--- config.mk ---
export PLATFORM = sky130hd
export DESIGN_NAME = irq_prio_ctrl
export DESIGN_NICKNAME = d
export VERILOG_FILES = /design/src/rtl/irq_prio_pkg.sv /design/src/rtl/irq_src_flags.sv /design/src/rtl/irq_pick.sv /design/src/rtl/irq_nest.sv /design/src/rtl/irq_prio_ctrl.sv
export SDC_FILE = /design/constraint.sdc
export NUM_CORES = 1
export LEC_CHECK = 0
export ABC_AREA = 1
export BUFFER_PORTS_ARGS = -buffer_cell sky130_fd_sc_hd__buf_2
export CAP_MARGIN = 20
export CORE_UTILIZATION = 45
export CTS_CLUSTER_DIAMETER = 60
export CTS_CLUSTER_SIZE = 40
export DETAILED_ROUTE_END_ITERATION = 12
export PLACE_DENSITY_LB_ADDON = 0.2
export SYNTH_ARGS = -nofsm -noshare
export SYNTH_HDL_FRONTEND = slang
export SYNTH_SLANG_ARGS = --single-unit
export TNS_END_PERCENT = 20
--- constraint.sdc ---
create_clock -name clk_i -period 2.22 [get_ports clk_i]
set_clock_uncertainty 0.15 [all_clocks]
set_input_delay 0.111 -clock clk_i [delete_from_list [all_inputs] [get_ports clk_i]]
set_output_delay 0.111 -clock clk_i [all_outputs]
set_load 0.005 [all_outputs]
--- src/rtl/irq_prio_pkg.sv ---
package irq_prio_pkg;
  typedef enum logic {LVL_LO = 1'b0, LVL_HI = 1'b1} irq_lvl_e;
endpackage

--- src/rtl/irq_src_flags.sv ---
module irq_src_flags #(
  parameter int NPAIR = 2,
  localparam int NSRC = 2*NPAIR + 1
) (
  input  logic             clk_i,
  input  logic             rst_ni,
  input  logic             cycle_end_i,
  input  logic [NPAIR-1:0] ext_n_i,
  input  logic [NPAIR-1:0] ext_edge_i,
  input  logic [NPAIR-1:0] tmr_ovf_i,
  input  logic             ser_i,
  input  logic [NSRC-1:0]  clr_i,
  output logic [NSRC-1:0]  smp_o
);
  logic [NPAIR-1:0] prev_q, ext_f_q, tmr_f_q;
  logic [NSRC-1:0]  cur, clr_m;

  for (genvar k = 0; k < NPAIR; k++) begin : g_pair
    logic fall;
    assign fall = prev_q[k] & ~ext_n_i[k];

    always_ff @(posedge clk_i or negedge rst_ni) begin
      if (!rst_ni) begin
        prev_q[k]  <= 1'b1;
        ext_f_q[k] <= 1'b0;
        tmr_f_q[k] <= 1'b0;
      end else begin
        prev_q[k]  <= ext_n_i[k];
        ext_f_q[k] <= ext_edge_i[k] ? ((ext_f_q[k] & ~clr_i[2*k]) | fall) : ~ext_n_i[k];
        tmr_f_q[k] <= (tmr_f_q[k] & ~clr_i[2*k+1]) | tmr_ovf_i[k];
      end
    end

    assign cur[2*k]     = ext_f_q[k];
    assign cur[2*k+1]   = tmr_f_q[k];
    assign clr_m[2*k]   = clr_i[2*k] & ext_edge_i[k];
    assign clr_m[2*k+1] = clr_i[2*k+1];

    // a falling edge in edge mode is latched
    a_r8_edge_latch: assert property (@(posedge clk_i) disable iff (!rst_ni)
      (ext_edge_i[k] && prev_q[k] && !ext_n_i[k]) |=> ext_f_q[k]);
    // level mode follows the pin
    a_r8_level_follow: assert property (@(posedge clk_i) disable iff (!rst_ni)
      (!ext_edge_i[k] && !ext_n_i[k]) |=> ext_f_q[k]);
    // overflow pulse sets the timer flag
    a_r9_tmr_set: assert property (@(posedge clk_i) disable iff (!rst_ni)
      tmr_ovf_i[k] |=> tmr_f_q[k]);
  end

  assign cur[NSRC-1]   = ser_i;
  assign clr_m[NSRC-1] = 1'b0;

  always_ff @(posedge clk_i or negedge rst_ni) begin
    if (!rst_ni)          smp_o <= '0;
    else if (cycle_end_i) smp_o <= cur & ~clr_m;
    else                  smp_o <= smp_o & ~clr_m;
  end
endmodule

--- src/rtl/irq_pick.sv ---
module irq_pick
  import irq_prio_pkg::*;
#(
  parameter int NSRC = 5,
  localparam int IW = $clog2(NSRC)
) (
  input  logic            clk_i,
  input  logic            rst_ni,
  input  logic [NSRC-1:0] smp_i,
  input  logic [NSRC-1:0] en_i,
  input  logic            glb_en_i,
  input  logic [NSRC-1:0] hi_i,
  input  logic            ip_hi_i,
  input  logic            ip_lo_i,
  output logic            vld_o,
  output logic [IW-1:0]   idx_o,
  output irq_lvl_e        lvl_o
);
  logic [NSRC-1:0] act, req_hi, req_lo;
  logic [IW-1:0]   idx_hi, idx_lo;
  logic            any_hi, any_lo, ok_hi, ok_lo;

  assign act    = smp_i & en_i & {NSRC{glb_en_i}};
  assign req_hi = act & hi_i;
  assign req_lo = act & ~hi_i;
  assign ok_hi  = !ip_hi_i;
  assign ok_lo  = !ip_hi_i && !ip_lo_i;

  // fixed poll order: the lowest index wins, so scan downwards
  always_comb begin
    idx_hi = '0;
    idx_lo = '0;
    any_hi = 1'b0;
    any_lo = 1'b0;
    for (int i = NSRC-1; i >= 0; i--) begin
      if (req_hi[i]) begin idx_hi = IW'(i); any_hi = 1'b1; end
      if (req_lo[i]) begin idx_lo = IW'(i); any_lo = 1'b1; end
    end
  end

  always_comb begin
    vld_o = 1'b0;
    idx_o = idx_lo;
    lvl_o = LVL_LO;
    if (ok_hi && any_hi) begin
      vld_o = 1'b1;
      idx_o = idx_hi;
      lvl_o = LVL_HI;
    end else if (ok_lo && any_lo) begin
      vld_o = 1'b1;
    end
  end

  // nothing may win while the high level is in service
  a_r7_hi_blocks_all: assert property (@(posedge clk_i) disable iff (!rst_ni)
    ip_hi_i |-> !vld_o);
  // a polled high request is never passed over for a low one
  a_r3_hi_first: assert property (@(posedge clk_i) disable iff (!rst_ni)
    (vld_o && lvl_o == LVL_LO) |-> ((smp_i & en_i & hi_i) == '0 || !glb_en_i));
endmodule

--- src/rtl/irq_nest.sv ---
module irq_nest
  import irq_prio_pkg::*;
(
  input  logic     clk_i,
  input  logic     rst_ni,
  input  logic     set_i,
  input  irq_lvl_e set_lvl_i,
  input  logic     reti_i,
  output logic     ip_hi_o,
  output logic     ip_lo_o
);
  logic hi_d, lo_d;

  always_comb begin
    hi_d = ip_hi_o;
    lo_d = ip_lo_o;
    if (reti_i) begin
      if (ip_hi_o) hi_d = 1'b0;
      else         lo_d = 1'b0;
    end
    if (set_i) begin
      if (set_lvl_i == LVL_HI) hi_d = 1'b1;
      else                     lo_d = 1'b1;
    end
  end

  always_ff @(posedge clk_i or negedge rst_ni) begin
    if (!rst_ni) begin
      ip_hi_o <= 1'b0;
      ip_lo_o <= 1'b0;
    end else begin
      ip_hi_o <= hi_d;
      ip_lo_o <= lo_d;
    end
  end

  // a low service cannot begin under a high one
  a_r7_no_lo_under_hi: assert property (@(posedge clk_i) disable iff (!rst_ni)
    ip_hi_o |=> !$rose(ip_lo_o));
endmodule

--- src/rtl/irq_prio_ctrl.sv ---
module irq_prio_ctrl
  import irq_prio_pkg::*;
#(
  parameter int NPAIR    = 2,
  parameter int AW       = 16,
  parameter int VEC_BASE = 3,
  parameter int VEC_STEP = 8,
  localparam int NSRC = 2*NPAIR + 1,
  localparam int IW   = $clog2(NSRC)
) (
  input  logic             clk_i,
  input  logic             rst_ni,
  input  logic             cycle_end_i,
  input  logic             last_cyc_i,
  input  logic [NPAIR-1:0] ext_n_i,
  input  logic [NPAIR-1:0] ext_edge_i,
  input  logic [NPAIR-1:0] tmr_ovf_i,
  input  logic             ser_tx_i,
  input  logic             ser_rx_i,
  input  logic [NSRC-1:0]  src_en_i,
  input  logic             glb_en_i,
  input  logic [NSRC-1:0]  prio_hi_i,
  input  logic             call_ack_i,
  input  logic             reti_i,
  input  logic             cfg_wr_i,
  output logic             call_req_o,
  output logic [AW-1:0]    vec_o
);
  logic [NSRC-1:0] smp, clr;
  logic            vld, ack, issue, ip_hi, ip_lo;
  logic [IW-1:0]   idx, src_q;
  irq_lvl_e        lvl, lvl_q;

  assign ack = call_ack_i & call_req_o;
  assign clr = ack ? (NSRC'(1) << src_q) : '0;

  irq_src_flags #(.NPAIR(NPAIR)) u_flags (
    .clk_i, .rst_ni, .cycle_end_i, .ext_n_i, .ext_edge_i, .tmr_ovf_i,
    .ser_i(ser_tx_i | ser_rx_i), .clr_i(clr), .smp_o(smp)
  );

  irq_pick #(.NSRC(NSRC)) u_pick (
    .clk_i, .rst_ni, .smp_i(smp), .en_i(src_en_i), .glb_en_i, .hi_i(prio_hi_i),
    .ip_hi_i(ip_hi), .ip_lo_i(ip_lo), .vld_o(vld), .idx_o(idx), .lvl_o(lvl)
  );

  irq_nest u_nest (
    .clk_i, .rst_ni, .set_i(ack), .set_lvl_i(lvl_q), .reti_i,
    .ip_hi_o(ip_hi), .ip_lo_o(ip_lo)
  );

  assign issue = cycle_end_i && !call_req_o && last_cyc_i && !reti_i && !cfg_wr_i && vld;

  always_ff @(posedge clk_i or negedge rst_ni) begin
    if (!rst_ni) begin
      call_req_o <= 1'b0;
      vec_o      <= '0;
      src_q      <= '0;
      lvl_q      <= LVL_LO;
    end else if (issue) begin
      call_req_o <= 1'b1;
      vec_o      <= AW'(VEC_BASE) + AW'(VEC_STEP) * AW'(idx);
      src_q      <= idx;
      lvl_q      <= lvl;
    end else if (ack) begin
      call_req_o <= 1'b0;
    end
  end

  // request and vector hold until acknowledged
  a_r5_hold: assert property (@(posedge clk_i) disable iff (!rst_ni)
    (call_req_o && !call_ack_i) |=> (call_req_o && $stable(vec_o)));
  // calls start only at an unblocked instruction boundary
  a_r6_boundary: assert property (@(posedge clk_i) disable iff (!rst_ni)
    $rose(call_req_o) |-> $past(cycle_end_i && last_cyc_i && !reti_i && !cfg_wr_i));
  // vector lies on the step grid
  a_r1_vec_grid: assert property (@(posedge clk_i) disable iff (!rst_ni)
    call_req_o |-> ((vec_o - AW'(VEC_BASE)) % AW'(VEC_STEP)) == '0);
  // no call starts while high is in service
  a_r7_no_call_hi: assert property (@(posedge clk_i) disable iff (!rst_ni)
    $rose(call_req_o) |-> !$past(ip_hi));
endmodule

==> results.cfg, run 1 <==
[synthesis]
synth-simple-area-share_pct = 37.9
seq_area_frac_synth_pct = 39.1
yosysUniqueCellTypes = 27
synth_area_um2 = 1220
synth-compound-area-share_pct = 7.98
ys_warn_count = 0
async_flop_share_pct = 100
ys_seq_elements = 19
synth.area.mux_share_pct = 0
synth-xor-area-share_pct = 0
postSynthCellCount = 147
synth_fa_ha_area_share_pct = 0
synth_edf_count = 0
synth_top_family_by_area = simple AND/OR/NAND/NOR gates
avgSynthCellArea_um2 = 8.32
ys.flop_type = dfrtp_1

[critical_path]
r2r-start = u_nest.ip_hi_o
critPathKind = reg -> reg
critical_path_arrival_ns = 1.61
critPathRequiredTime_ns = 2.25
cp_max_fo = 6
end_kind = flop
cp-start-kind = flop
setup.worst_path.start = u_nest.ip_hi_o

[cts]
cts_buffers = 3
clock-sinks = 19
cts-root-buf = clkbuf_4
cts_tree = done
cts_resized = 0
cts_max_level = 1
clk_latency_ns = 0.28
clk_pin_slew_ns = 0.10
ctsLongestPathBuffers = 2

[floorplanning]
start_util_pct = 48.5
row_count = 18
die_height_um = 54.1
io_pins = 43
die_area_um2 = 2930
core_area_um2 = 2520
die_w_um = 54.1

[final_layout]
multi_input_area_um2 = 602
drive_gt1_share_pct = 29.2
n_antenna_cell = 0
area_growth_pct = 23.3
final_common_cell = nand2_1
layout.nets = 219
fill_cells = 236
seqCellArea_um2 = 478
final_cell_mix = nand2_1, buf_2, inv_1

[power]
vdd_drop_max_mv = 0.359
power.density_nw_per_um2 = 523
p_total_mw = 0.788
p_leak_nw = 0.794

[timing]
finalCritPeriodShare_pct = 71.5
hold_viol = 0
max_freq_mhz = 630
setup_viol = 0
drv_slew = 0
tns_ns = 0
fin_crit_ns = 1.59
rsz0062_at_grt = false

[placement]
io_buffers = 31
finalWeightedCongestion = 0.759
dp_hpwl_um = 1950

[detailed_routing]
drt-initial-drc-count = 13
drt-total-wl_um = 2480
drt_pass1_iterations = 4
vias_per_cell = 4.79
routed-via-count = 1063
wl_per_cell_um = 11.2
antenna_left = 0
drc = 0

[global_route]
grt_overflow_total = 0
grt_usage_pct = 20.2
antenna_found_initial = 0
grt_max_degree = 20
grt_pass1_vias = 1019
grt_pass1_wl_um = 4220

[worst_hold_path]
min_from = cfg_wr_i
min_path_type = in -> reg

[flow_run]
drv_cap = 0

[run_status]
status = finished clean
## path summary, 6_finish.rpt
kind                                     end  slack [ns]  depth (start not counted)
max                           u_nest.ip_hi_o        0.63                          3
min                                    lvl_q        0.04                          4
max reg2reg                   u_nest.ip_hi_o        0.63                          3
min reg2reg                         vec_o[1]        0.34                          1
max in group asynchronous  u_flags.prev_q[1]        1.46                          2
min in group asynchronous     u_nest.ip_hi_o        0.13                          2
## per-stage QoR
| step | util, % | cell area (um2) | hold WS, ns | setup slack, ns | instances |
|---|---|---|---|---|---|
| 2_1_floorplan | - | 1260 | -0.335 | 0.837 | 157 |
| 4_1_cts | 59.8 | 1510 | 0.0328 | 0.675 | 222 |
| 5_1_grt | 59.8 | 1510 | 0.0567 | 0.591 | 222 |
| 6_report | 59.8 | 1510 | 0.0366 | 0.632 | 222 |
| 3_5_place_dp | 53.6 | 1350 | -0.0805 | 0.730 | 205 |
| 3_3_place_gp | 53.6 | 1350 | -0.0821 | 0.769 | 205 |
## final cells by class
| cell class | count | area share (%) |
|---|---|---|
| Tap cell | 30 | 2.49 |
| Sequential cell | 19 | 31.7 |
| Multi-Input combinational cell | 104 | 39.9 |
| Timing Repair Buffer | 44 | 18.9 |
| Clock buffer | 4 | 1.74 |
| Inverter | 21 | 5.23 |
## critical path, stage by stage, from the launching register on
cell           delay, ns
dfrtp_1             0.42
inv_1               0.21
o21ai_0             0.13
dlygate4sd3_1       0.57
## synth_stat cells (2+ instances only)
library cell | count | area (um2)
dfstp_2 | 2 | 52.6
buf_4 | 12 | 90.1
nor4_1 | 4 | 25.0
nand3_1 | 9 | 45.0
inv_1 | 21 | 78.8
nor2_1 | 6 | 22.5
a21oi_1 | 5 | 25.0
nor2_4 | 2 | 22.5
nand3_2 | 5 | 50.1
nand4_1 | 3 | 18.8
nor2_2 | 5 | 31.3
dfrtp_1 | 17 | 425
nand3_4 | 3 | 52.6
o21ai_0 | 5 | 25.0
o21bai_1 | 2 | 15.0
nand2_1 | 34 | 128
o32ai_1 | 2 | 17.5
## flip-flops by register name (all words and copies together), names as in the netlist
register        count
u_nest.ip_lo_o      1
u_flags.cur         4
vec_o               1
call_req_o          1
src_q               3
u_flags.smp_o       5
u_nest.ip_hi_o      1
lvl_q               1
u_flags.prev_q      2
## power by group
part	leakage, nW	switching (mW)	total, mW	internal [mW]
Sequential	0.223	0.0365	0.424	0.387
Combinational	0.556	0.106	0.195	0.0897
Clock	0.0150	0.0991	0.169	0.0697
Total	0.794	0.241	0.788	0.547
## layer usage
layer  track usage [%]  share of wire (%)  up-vias
met4              8.12                1.5        0
met1              27.8                 48      477
met3              2.26                3.9        4
met2              32.1                 47       34
met5                 0                  0        -
li1                  -                  -      548
## cells by family (layout without fill, tap and decap cells)
family | count (synthesis) | in the layout
and+or+nand+nor | 77 | 77
DFF | 19 | 19
AOI/OAI and AO/OA | 16 | 16
other | 1 | 11
buffers and inverters | 34 | 69
## what timing repair did
action / 4_1_cts / 5_1_grt
buffers inserted: 0 / 0
hold buffers: 13 / 0
hold endpoints to repair: 32 / 0
No activity file was read; power rests on OpenSTA's default activity.
==> run 2, diff against run 1 <==
- clock period: 2.22 -> 1.6 ns (I/O delays scaled with it)
==> run 2 against run 1 <==
Net effect: final cell count is the same; fmax up 5.4%; hold slack got worse by 0.026 ns; sequential power grew 39%; sequential share of layout area stayed put; first-iteration DRC count increased by 62%; critical path type unchanged; critical endpoint is now vec_o[1]; highest routed layer unchanged.
==> results.cfg, run 2 (synthesis gave the netlist of run 1 again) <==
[placement]
dp_hpwl_um = 1980
io_buffers = 31
finalWeightedCongestion = 0.767

[floorplanning]
die_height_um = 54.1
start_util_pct = 48.5
core_area_um2 = 2520
row_count = 18
die_w_um = 54.1
die_area_um2 = 2930
io_pins = 43

[global_route]
grt_usage_pct = 19.7
grt_max_degree = 20
grt_pass1_vias = 971
grt_pass1_wl_um = 4040
antenna_found_initial = 0
grt_overflow_total = 0

[detailed_routing]
drt-total-wl_um = 2530
wl_per_cell_um = 11.4
drt-initial-drc-count = 21
routed-via-count = 1080
antenna_left = 0
drt_pass1_iterations = 4
drc = 0
vias_per_cell = 4.86

[final_layout]
largest_register = u_flags.smp_o
drive_gt1_share_pct = 29.7
final_cell_mix = nand2_1, buf_2, inv_1
fin_util_pct = 59.8
largest_register_ffs = 5
layout.nets = 219
area_growth_pct = 23.3
final_common_cell = nand2_1
n_antenna_cell = 0

[critical_path]
cp_max_fo = 6
critPathKind = reg -> reg
r2r-start = u_flags.smp_o[2]
r2r_end = vec_o[1]
end_kind = flop
critical_path_arrival_ns = 1.55
ff2ff_path_depth = 7
setup.worst_path.start = u_flags.smp_o[2]
r2r_slack_ns = 0.09
cp-start-kind = flop
critPathRequiredTime_ns = 1.64

[cts]
clk_pin_slew_ns = 0.11
cts-root-buf = clkbuf_4
clk_latency_ns = 0.29
ctsLongestPathBuffers = 2
clock-sinks = 19
cts_tree = done
cts_buffers = 3
cts_max_level = 1
post-cts-setup-buffer-count = 0

[power]
vdd_drop_max_mv = 0.599
p_leak_nw = 0.794
power.density_nw_per_um2 = 730

[timing]
max_freq_mhz = 664
rsz0062_at_grt = false
finalCritPeriodShare_pct = 94.1
setup_viol = 0
hold_viol = 0
tns_ns = 0
fin_crit_ns = 1.51
drv_slew = 0

[worst_hold_path]
min_path_type = in -> reg
min_from = cfg_wr_i
hold_path_depth = 4
hold_end = lvl_q

[run_status]
status = finished clean

[flow_run]
drv_cap = 0
run 2: final cells by class:
class,count,area (um2)
flip-flops and latches,19,478
inverters,21,78.8
fillers,236,1010
well taps,30,37.5
repair buffers,44,285
clock buffers,4,26.3
multi-input cells,104,602
run 2: how the worst max path moves through the flow:
| stage | endpoint | slack (ns) | depth (start not counted) |
|---|---|---|---|
| global route | src_q[1] | 0.02 | 7 |
| CTS | u_nest.ip_hi_o | 0.06 | 3 |
| finish | vec_o[1] | 0.09 | 7 |
| global placement | vec_o[1] | 0.15 | 7 |
| floorplan | vec_o[1] | 0.22 | 7 |
| detailed placement | vec_o[1] | 0.11 | 7 |
run 2: report_power, final:
part / internal, mW / leakage [nW] / total, mW / switching, mW
sequential: 0.537 / 0.223 / 0.589 / 0.0519
combinational: 0.125 / 0.556 / 0.273 / 0.148
clock: 0.0969 / 0.0150 / 0.239 / 0.142
run 2: metal layers:
layer | track usage, % | routed length, um | up-vias
met2 | 32.7 | 1220 | 40
met1 | 25.3 | 1180 | 492
li1 | - | - | 546
met3 | 2.82 | 122 | 2
met4 | 8.55 | 12 | 0
met5 | 0 | 0 | -
run 2: critical path: stages, from the launching register on:
cell and delay, ns:
dfrtp_1 0.46, nand4_4 0.14, nand2_1 0.07, nor2_2 0.14
nand2_2 0.08, nand3_4 0.10, nand2_4 0.07, or2_1 0.20
run 2: metrics by stage:
stage | hold slack (ns) | instance area (um2) | total power, mW | setup slack [ns] | cells
global route | 0.0237 | 1510 | 1.18 | 0.0182 | 222
finish | 0.0110 | 1510 | 1.10 | 0.0939 | 222
detailed placement | -0.110 | 1350 | 0.846 | 0.109 | 205
CTS | 0.00758 | 1510 | 1.11 | 0.0565 | 222
floorplan | -0.366 | 1260 | 0.765 | 0.217 | 157
global placement | -0.113 | 1350 | 0.840 | 0.149 | 205
run 2: what timing repair did:
item | CTS | global route
hold endpoints to repair | 33 | 0
setup endpoints to repair | 0 | 1
gates resized for setup | 0 | 1
hold buffers | 13 | 0
==> run 3, diff against run 2 <==
- BUFFER_PORTS_ARGS: -buffer_cell sky130_fd_sc_hd__buf_2 -> -buffer_cell sky130_fd_sc_hd__buf_4
- HOLD_SLACK_MARGIN: unset -> 0.12
==> run 3 against run 2 <==
Net effect: non-clock buffer count is 3 higher; sequential share of layout area down 2.1 points; register-to-register slack better by 0.03 ns; die area stayed put; cell area grew 7.2%; clock power is essentially flat; worst setup slack better by 0.028 ns; first-iteration DRC count shrank 4.8%; largest power group unchanged; highest routed layer unchanged.
==> results.cfg, run 3 (synthesis gave the netlist of run 1 again) <==
[run_status]
status = finished clean

[detailed_routing]
routed-via-count = 1110
drc = 0
drt-total-wl_um = 2640
antenna_left = 0
drt_pass1_iterations = 4
drt-initial-drc-count = 20
wl_per_cell_um = 11.7
vias_per_cell = 4.93

[critical_path]
critical_path_arrival_ns = 1.52
cp-start-kind = flop
critPathRequiredTime_ns = 1.64
end_kind = flop
cp_max_fo = 6
critPathKind = reg -> reg

[final_layout]
seqCellArea_um2 = 479
area_growth_pct = 32.2
largest_register = u_flags.smp_o
multi_input_area_um2 = 602
layout.nets = 222
instances_no_fill = 225
fin_util_pct = 64.1
final_common_cell = nand2_1
largest_register_ffs = 5
n_antenna_cell = 0
fill_cells = 223
drive_gt1_share_pct = 29.2
final_cell_mix = nand2_1, buf_4, inv_1

[cts]
cts_tree = done
post-cts-setup-buffer-count = 0
cts_max_level = 1
cts-root-buf = clkbuf_4
ctsLongestPathBuffers = 2
clk_latency_ns = 0.29
clk_pin_slew_ns = 0.11
cts_buffers = 3
clock-sinks = 19

[global_route]
antenna_found_initial = 0
grt_max_degree = 20
grt_overflow_total = 0
grt_usage_pct = 21.3
grt_pass1_wl_um = 4310
grt_pass1_vias = 1007

[floorplanning]
die_w_um = 54.1
start_util_pct = 48.5
row_count = 18
die_height_um = 54.1
io_pins = 43
die_area_um2 = 2930
core_area_um2 = 2520

[power]
internal_power_mw = 0.798
power.density_nw_per_um2 = 709
p_total_mw = 1.15
clock_power_share_pct = 21.0
p_leak_nw = 0.827
switchingPower_mw = 0.349
vdd_drop_max_mv = 0.592
combPwrFrac_pct = 27.2
swShare_pct = 30.4
seqPwrFrac_pct = 51.8

[timing]
drv_slew = 0
max_freq_mhz = 677
rsz0062_at_grt = true
whs_ns = 0.118
finalCritPeriodShare_pct = 92.4
fin_crit_ns = 1.48
setup_viol = 0
hold_viol = 0

[flow_run]
drv_cap = 0

[placement]
dp_hpwl_um = 1980
finalWeightedCongestion = 0.811
io_buffers = 31
dp.cells = 205

[worst_hold_path]
min_path_type = in -> reg
run 3: changes by cell type in the layout (fill, tap and decap cells not counted), sizes merged:
cell,before,now
dlygate4sd3,13,16
run 3: critical path: stages (launching register included):
cell and delay, ns:
dfrtp_2 0.46, nand3_2 0.09, nor2_2 0.05, nor2_4 0.15
nand3_4 0.10, nand3_4 0.11, nand2_4 0.07, or2_1 0.20
run 3: layer usage:
| metal | vias up | GRT usage [%] | routed length (um) |
|---|---|---|---|
| met5 | - | 0 | 0 |
| met4 | 0 | 10.7 | 61 |
| met3 | 8 | 3.11 | 123 |
| met2 | 45 | 34.6 | 1280 |
| met1 | 502 | 27.3 | 1180 |
| li1 | 555 | - | - |
run 3: path summary, 6_finish.rpt:
kind / startpoint / to / slack (ns) / depth (start not counted)
max in group asynchronous: rst_ni / u_flags.prev_q[1] / 0.48 / 3
min: last_cyc_i / lvl_q / 0.12 / 5
max reg2reg: u_flags.smp_o[2] / vec_o[1] / 0.12 / 7
min in group asynchronous: rst_ni / vec_o[1] / 0.55 / 3
min reg2reg: lvl_q / u_nest.ip_lo_o / 0.36 / 1
max: u_flags.smp_o[2] / vec_o[1] / 0.12 / 7
run 3: power groups by stage:
stage | Clock (mW) | Sequential, mW | Combinational, mW
final | 0.241 | 0.594 | 0.312
after detailed placement | 0 | 0.600 | 0.282
after CTS | 0.243 | 0.592 | 0.314
after global routing | 0.273 | 0.602 | 0.353
after global placement | 0 | 0.600 | 0.275
after floorplan | 0 | 0.590 | 0.174
run 3: what timing repair did:
| action | 4_1_cts | 5_1_grt |
|---|---|---|
| hold buffers | 16 | 0 |
| resized for setup | 0 | 1 |
| endpoints found under the hold margin | 37 | 0 |
| endpoints found under the setup margin | 0 | 2 |
run 3: per-stage QoR:
| stage | setup TNS [ns] | area, um2 | setup slack, ns |
|---|---|---|---|
| 2_1_floorplan | 0 | 1260 | 0.217 |
| 6_report | 0 | 1620 | 0.122 |
| 4_1_cts | 0 | 1620 | 0.0798 |
| 5_1_grt | -0.00896 | 1620 | -0.00896 |
| 3_3_place_gp | 0 | 1430 | 0.111 |
| 3_5_place_dp | 0 | 1430 | 0.102 |
run 3: cell type report:
class | count | area share, %
Inverter | 21 | 4.88
Tap cell | 30 | 2.32
Sequential cell | 19 | 29.6
Clock buffer | 4 | 1.63
Multi-Input combinational cell | 104 | 37.2
Timing Repair Buffer | 47 | 24.3
